## src/rtl/disp_pkg.sv

```systemverilog
package disp_pkg;
  function automatic int unsigned idx_w(input int unsigned n);
    return (n > 1) ? $clog2(n) : 1;
  endfunction
endpackage

```

## src/rtl/disp_cmd_set.sv

```systemverilog
module disp_cmd_set #(
  parameter int CMDS   = 4,
  parameter int ADDR_W = 16
) (
  input  logic                   clk_i,
  input  logic                   rst_ni,
  input  logic                   claim_i,
  input  logic                   release_i,
  input  logic [CMDS-1:0]        req_en_i,
  input  logic [CMDS*ADDR_W-1:0] req_addr_i,
  output logic                   busy_o,
  output logic                   hit_o
);
  localparam int PAIRS = CMDS * CMDS;

  logic [CMDS-1:0]        en_q;
  logic [CMDS*ADDR_W-1:0] addr_q;
  logic [PAIRS-1:0]       pair_hit;

  always_ff @(posedge clk_i or negedge rst_ni) begin
    if (!rst_ni) begin
      busy_o <= 1'b0;
      en_q   <= '0;
      addr_q <= '0;
    end else if (claim_i) begin
      busy_o <= 1'b1;
      en_q   <= req_en_i;
      addr_q <= req_addr_i;
    end else if (release_i) begin
      busy_o <= 1'b0;
      en_q   <= '0;
    end
  end

  // every stored slot against every request slot
  for (genvar j = 0; j < CMDS; j++) begin : g_stored
    for (genvar k = 0; k < CMDS; k++) begin : g_req
      assign pair_hit[j*CMDS+k] = en_q[j] & req_en_i[k] &
        (addr_q[j*ADDR_W +: ADDR_W] == req_addr_i[k*ADDR_W +: ADDR_W]);
    end
  end

  assign hit_o = busy_o & (|pair_hit);
endmodule

```

## src/rtl/disp_low_pick.sv

```systemverilog
module disp_low_pick #(
  parameter int N  = 4,
  parameter int IW = 2
) (
  input  logic [N-1:0]  free_i,
  output logic          any_o,
  output logic [IW-1:0] idx_o
);
  always_comb begin
    idx_o = '0;
    for (int i = N - 1; i >= 0; i--) begin
      if (free_i[i]) idx_o = IW'(i);
    end
  end

  assign any_o = |free_i;
endmodule

```

## src/rtl/active_dispatch.sv

```systemverilog
module active_dispatch #(
  parameter int NUM_ACT  = 4,
  parameter int NUM_WAKE = 2,
  parameter int CMDS     = 4,
  parameter int ADDR_W   = 16,
  localparam bit BORROW  = (NUM_ACT == 0),
  localparam int GRP     = BORROW ? NUM_WAKE : NUM_ACT,
  localparam int SET_W   = disp_pkg::idx_w(GRP)
) (
  input  logic                   clk_i,
  input  logic                   rst_ni,
  input  logic                   req_valid_i,
  input  logic [CMDS-1:0]        req_en_i,
  input  logic [CMDS*ADDR_W-1:0] req_addr_i,
  input  logic [GRP-1:0]         done_i,
  output logic                   resp_valid_o,
  output logic                   resp_grant_o,
  output logic                   resp_conflict_o,
  output logic                   resp_full_o,
  output logic [SET_W-1:0]       resp_set_o,
  output logic                   resp_scrub_o,
  output logic                   ctrl_busy_o
);
  logic [GRP-1:0]   busy_vec;
  logic [GRP-1:0]   hit_vec;
  logic [GRP-1:0]   claim_vec;
  logic             pick_any;
  logic [SET_W-1:0] pick_idx;
  logic             conflict;
  logic             take;

  for (genvar s = 0; s < GRP; s++) begin : g_set
    disp_cmd_set #(.CMDS(CMDS), .ADDR_W(ADDR_W)) u_set (
      .clk_i      (clk_i),
      .rst_ni     (rst_ni),
      .claim_i    (claim_vec[s]),
      .release_i  (done_i[s]),
      .req_en_i   (req_en_i),
      .req_addr_i (req_addr_i),
      .busy_o     (busy_vec[s]),
      .hit_o      (hit_vec[s])
    );
    assign claim_vec[s] = take && (pick_idx == SET_W'(s));
  end

  disp_low_pick #(.N(GRP), .IW(SET_W)) u_pick (
    .free_i (~busy_vec),
    .any_o  (pick_any),
    .idx_o  (pick_idx)
  );

  assign conflict = |hit_vec;
  assign take     = req_valid_i & ~conflict & pick_any;

  always_ff @(posedge clk_i or negedge rst_ni) begin
    if (!rst_ni) begin
      resp_valid_o    <= 1'b0;
      resp_grant_o    <= 1'b0;
      resp_conflict_o <= 1'b0;
      resp_full_o     <= 1'b0;
      resp_set_o      <= '0;
      resp_scrub_o    <= 1'b0;
    end else begin
      resp_valid_o    <= req_valid_i;
      resp_grant_o    <= take;
      resp_conflict_o <= req_valid_i & conflict;
      resp_full_o     <= req_valid_i & ~conflict & ~pick_any;
      resp_set_o      <= take ? pick_idx : '0;
      resp_scrub_o    <= take & BORROW;
    end
  end

  assign ctrl_busy_o = |busy_vec;
endmodule

```

## config.mk

```make
export PLATFORM = sky130hd
export DESIGN_NAME = active_dispatch
export DESIGN_NICKNAME = d
export VERILOG_FILES = /design/src/rtl/disp_pkg.sv /design/src/rtl/disp_cmd_set.sv /design/src/rtl/disp_low_pick.sv /design/src/rtl/active_dispatch.sv
export SDC_FILE = /design/constraint.sdc
export NUM_CORES = 1
export LEC_CHECK = 0
export CORE_ASPECT_RATIO = 1.5
export CORE_MARGIN = 3
export CORE_UTILIZATION = 53
export CTS_CLUSTER_SIZE = 24
export DETAILED_ROUTE_END_ITERATION = 8
export PLACE_DENSITY = 0.78
export SYNTH_ARGS = -nofsm -noshare
export SYNTH_HDL_FRONTEND = slang
export SYNTH_HIERARCHICAL = 1
export SYNTH_SLANG_ARGS = --single-unit
```

## constraint.sdc

```tcl
create_clock -name clk_i -period 4.9 [get_ports clk_i]
set_input_delay 0.98 -clock clk_i [delete_from_list [all_inputs] [get_ports clk_i]]
set_output_delay 0.98 -clock clk_i [all_outputs]
set_load 0.01 [all_outputs]
```

Word-level counts from Yosys, hierarchy flattened

Cells that the tools add are included.

Word-level logic and storage cells: 260
Bits of input ports: 75
Flip-flop bits (word level): 282
Output and inout port bits: 8

Eq/ne operators: 67
Bitwise logic cells: 139
Muxes and demuxes: 21
Reductions and logical operators: 16

Operators by type and width:

| operator                                       | count |
|---|---|
| == test 16 bit                                 | 64 |
| AND 1 bit                                      | 136 |
| OR reduction 16 bit                            | 4 |
| two-way mux 4 bit                              | 8 |
| OR reduction 4 bit                             | 3 |
| two-way mux 2 bit                              | 5 |
| two-way mux 1 bit                              | 8 |
| nonzero test 2 bit                             | 4 |
| == test 2 bit (second input constant)          | 2 |
| logical AND 1 bit                              | 4 |
| NOT 4 bit                                      | 1 |
| == test 2 x 1 -> 1 bit (second input constant) | 1 |
| zero test 2 bit                                | 1 |
| NOT 1 bit                                      | 2 |

Depth between registers and ports, before layout

Depth after elaboration: 10
Mapped depth: 14
Gate-level depth less buffers: 10

Hierarchy

The synthesis kept the hierarchy.

Modules (own cells, without submodules):

| module          | area each (um^2) | cells each | seq. area each (um^2) | times used |
|---|---|---|---|---|
| disp_cmd_set    | 6,117.1          | 640        | 1,726.7               | 4 |
| active_dispatch | 290.3            | 28         | 150.1                 | 1 |
| disp_low_pick   | 35.0             | 7          | 0.0                   | 1 |

Worst setup path before layout

No wires, ideal clock.

Path kind: input to register
Start: input req_addr_i[28]
End: register g_set[0].u_set.addr_q[0]
Stages on the path: 13
Required time: 4.775 ns
Buffers on the path: 4
Data arrival time: 3.776 ns
Path slack: 0.999 ns
Setup time: 0.125 ns
Cell sequence: clkbuf_1 -> xor2_1 -> nor4_1 -> nand4_1 -> nor4_1 -> nor4_1 -> a41oi_1 -> or4_4 -> buf_6 -> nor4_4 -> clkbuf_1 -> clkbuf_1 -> mux2_2

Longest elaborated chain between the ends: 9
Elaborated cells between the ends (all ways): 45
Those cells by class: eq/ne (16); bitwise (23); reduce/logical (6)

RTL lines:

| what                       | RTL line              | source |
|---|---|---|
| start: declaration         | active_dispatch.sv:14 | `input logic [CMDS*ADDR_W-1:0] req_addr_i,` |
| == test 16 bit             | disp_cmd_set.sv:39    | `(addr_q[j*ADDR_W +: ADDR_W] == req_addr_i[k*ADDR_W +: ADDR_W]);` |
| AND 1 bit                  | disp_cmd_set.sv:38    | `assign pair_hit[j*CMDS+k] = en_q[j] & req_en_i[k] &` |
| OR reduction 16 bit (*)    | disp_cmd_set.sv:43    | `assign hit_o = busy_o & (\|pair_hit);` |
| AND 1 bit (*)              | disp_cmd_set.sv:43    |  |
| via hit_vec[1]             | active_dispatch.sv:25 | `logic [GRP-1:0] hit_vec;` |
| OR reduction 4 bit (*)     | active_dispatch.sv:52 | `assign conflict = \|hit_vec;` |
| NOT 1 bit (*)              | active_dispatch.sv:53 | `assign take = req_valid_i & ~conflict & pick_any;` |
| AND 1 bit (*) (2 in a row) | active_dispatch.sv:53 |  |
| logical AND 1 bit (*)      | active_dispatch.sv:43 | `assign claim_vec[s] = take && (pick_idx == SET_W'(s));` |
| via claim_vec[0]           | active_dispatch.sv:26 | `logic [GRP-1:0] claim_vec;` |
| end signal: assignment     | disp_cmd_set.sv:28    | `addr_q <= req_addr_i;` |
| end: declaration           | disp_cmd_set.sv:17    | `logic [CMDS*ADDR_W-1:0] addr_q;` |

Mark *: on every way through the listed nets, which the timed path passes. The rest lies on a longest branch.
A chain may end at the register's enable or synchronous reset.

Final worst setup path

Start: input req_addr_i[0]
End: register g_set[2].u_set.addr_q[6]

Longest elaborated chain between the ends: 9
Elaborated cells between the ends (all ways): 45
Those cells by class: eq/ne (16); bitwise (23); reduce/logical (6)

RTL lines:

| what                       | RTL line |
|---|---|
| == test 16 bit             | disp_cmd_set.sv:39 |
| AND 1 bit                  | disp_cmd_set.sv:38 |
| OR reduction 16 bit (*)    | disp_cmd_set.sv:43 |
| AND 1 bit (*)              | disp_cmd_set.sv:43 |
| via hit_vec[1]             | active_dispatch.sv:25 |
| OR reduction 4 bit (*)     | active_dispatch.sv:52 |
| NOT 1 bit (*)              | active_dispatch.sv:53 |
| AND 1 bit (*) (2 in a row) | active_dispatch.sv:53 |
| logical AND 1 bit (*)      | active_dispatch.sv:43 |
| via claim_vec[2]           | active_dispatch.sv:26 |
| end signal: assignment     | disp_cmd_set.sv:28 |
| end: declaration           | disp_cmd_set.sv:17 |

Marked as above.

==> flow_summary.json <==
{
  "outcome": "completed",
  "dp.final_hpwl_um": 51300,
  "vdd_drop_max_mv": 0.346,
  "cts.clk_slew.worst_paths_ns": 0.06,
  "tightestPinTransition_ns": 1.00,
  "holdWs_ns": 0.448,
  "grt_pass1_wl_um": 127000,
  "yosys.area.top_type": "dfrtp_1",
  "reg2reg_depth": 10,
  "clock_latency_ns": 0.60,
  "wl_per_cell_um": 30.4,
  "cp.arrival_ns": 5.06,
  "syn_area_per_cell_um2": 9.55,
  "drive_gt1_share_pct": 19.2,
  "globalplace.congestion": 1.01,
  "synthToLayoutAreaGrowth_pct": 6.03,
  "postCtsSetupBuffers": 0,
  "ys_types": 31,
  "hold_viol": 0,
  "nNetsFinal": 2335,
  "slew_headroom_pct": 33.2,
  "fin_ws_ns": 0.312,
  "drtIter0Drc": 2406,
  "ios": 83,
  "vias_per_cell": 6.55,
  "synth_edf_count": 0,
  "fin_crit_ns": 4.59,
  "timing.rr.start": "g_set[1].u_set/addr_q[29]$_DFFE_PN0P_",
  "netlist.area_leader.share_pct": 28.5,
  "grt_pass1_vias": 19500,
  "pre_cts_ws_ns": -0.202,
  "ys_warn_count": 6,
  "routed_wl_um": 87200,
  "core_um2": 46000,
  "final_common_cell": "xnor2_1",
  "hold_class": "input pin to async pin",
  "num_rows": 96,
  "leakage_nw": 9.07,
  "cp-end-kind": "flip-flop",
  "num_vias": 18800,
  "clock_skew_ns": 0.0213,
  "worstSetupStartpointType": "input pin",
  "synthTopCellsByArea": "dfrtp_1 28%, xnor2_1 28%, mux2_2 12%, xor2_1 8.2%, nand4_1 4.9%",
  "setup_viol": 0,
  "cap_violations": 0,
  "syn_nets": 2670,
  "die_width_um": 183,
  "dp.cells": 2817,
  "antenna_found_initial": 0,
  "numPortBuffers": 81,
  "drtPass1Iterations": 5,
  "utilization_pct": 57.1,
  "cts_root_buffer": "clkbuf_16",
  "fillers": 3789,
  "maxSlewViolCount": 0,
  "cp_data_required_time_ns": 5.37,
  "cts_inserted_buffers": 29,
  "grt_max_degree": 119,
  "grtUsageTotal_pct": 34.5,
  "final_cell_mix": "784 x xnor2_1, 282 x dfrtp_1, 256 x mux2_2",
  "async_flop_share_pct": 100,
  "cts.path.max_buffers": 3,
  "fin_crit_sh_pct": 93.6,
  "instances_no_fill": 2871,
  "cts_repair_resize_count": 0,
  "cts_tree": "built",
  "die_area_um2": 49500,
  "grt_overflow_total": 0,
  "syn-cell-area_um2": 24800,
  "finish.instance_area_um2": 26300,
  "ys_ff_latch": 282,
  "r2r-end": "g_set[2].u_set/addr_q[6]$_DFFE_PN0P_",
  "clock.fmax_mhz": 218,
  "synth-seq-area-share_pct": 28.5,
  "worstSetupPathType": "input pin to flip-flop",
  "rsz0062_at_grt": "no",
  "synthFlopType": "dfrtp_1",
  "die_y_um": 271,
  "cp_max_fo": 73,
  "detail-route-antenna-nets": 0,
  "drc_errors": 0,
  "hold_buffers": 0,
  "cellPowerDensity_nw_per_um2": 573,
  "r2r_setup_slack_ns": 1.01,
  "start_util_pct": 53.9,
  "htreeDepth": 1,
  "cts.sinks": 282,
  "synth_cells": 2595,
  "post_dp_cell_area_um2": 25300
}
==> synth_stat cells, types with 8 or more instances <==
master,number
buf_6,57
dfrtp_1,282
nand3_1,66
buf_4,29
inv_1,10
xor2_1,232
buf_1,40
xnor2_2,8
o21ai_0,16
buf_2,152
nor4_1,104
mux2_2,256
nand2b_1,17
nor4_2,16
xnor2_1,784
or4_1,24
clkbuf_1,260
nand2_1,18
nand4_1,193
==> how the worst max path moves through the flow <==
stage                              start                                    end  cells after the start
after CTS                  req_addr_i[0]   g_set[2].u_set/addr_q[6]$_DFFE_PN0P_                     13
after global placement     req_addr_i[0]  g_set[2].u_set/addr_q[46]$_DFFE_PN0P_                     13
after detailed placement   req_addr_i[0]   g_set[2].u_set/addr_q[6]$_DFFE_PN0P_                     13
after floorplan           req_addr_i[28]   g_set[0].u_set/addr_q[0]$_DFFE_PN0P_                     13
after global routing       req_addr_i[0]   g_set[2].u_set/addr_q[6]$_DFFE_PN0P_                     13
final                      req_addr_i[0]   g_set[2].u_set/addr_q[6]$_DFFE_PN0P_                     13
==> metal layers <==
layer / GRT usage (%) / vias to the layer above / part of all wire, % / wire length, um
met5: 0 / - / 0 / 0
met4: 26.6 / 0 / 9.7 / 8470
met3: 9.80 / 584 / 14 / 11800
met2: 50.5 / 1484 / 42 / 36500
met1: 42.6 / 9053 / 35 / 30400
li1: - / 7695 / - / -
==> critical path, stage by stage <==
cell,delay [ns]
clkdlybuf4s50_1,0.50
buf_12,0.23
buf_4,0.25
xnor2_1,0.08
nand4_1,0.09
or4_1,0.13
nor4_2,0.05
nor4_1,0.47
a41oi_1,0.42
or4_4,0.69
nor3_2,0.30
buf_12,0.34
mux2_2,0.40
==> registers in the layout, summed over array words and instances, names as in the netlist <==
name	flops
g_set.u_set/addr_q	256
g_set.u_set/en_q	16
g_set.u_set/busy_o	4
resp_set_o	2
resp_conflict_o	1
resp_full_o	1
resp_grant_o	1
resp_valid_o	1
==> through the flow <==
stage	total power [mW]	TNS, ns
floorplan	11.5	0
global placement	12.2	-25.10
detailed placement	12.5	-35.11
CTS	14.9	0
global route	15.8	0
finish	15.1	0
==> layout make-up <==
class	count	area [um2]	share of cell area (%)
timing repair buffer	180	2520	9.58
clock buffer	40	837	3.18
tap	588	736	2.80
sequential	282	7060	26.8
inverter	10	37.5	0.143
multi-input combinational	1757	14900	56.7
clock inverter	13	184	0.700
antenna	1	2.50	0.00952
==> cells by family (layout without fill, tap and decap cells) <==
| kind of cell | Yosys count | after routing | share of synthesized area, % |
|---|---|---|---|
| other cells | 1 | 2 | 0.0151 |
| compound gates | 25 | 25 | 0.621 |
| flops | 282 | 282 | 28.5 |
| xor+xnor | 1024 | 1024 | 36.4 |
| buf+inv | 556 | 243 | 11.4 |
| simple gates | 451 | 451 | 11.4 |
| mux | 256 | 256 | 11.6 |
==> where the power goes <==
part           internal, mW  switching [mW]
Clock                  1.40            1.02
Sequential             3.41            2.46
Combinational          4.06            2.70
Total                  8.87            6.18
Note: power is estimated with default switching activity, not from simulation.
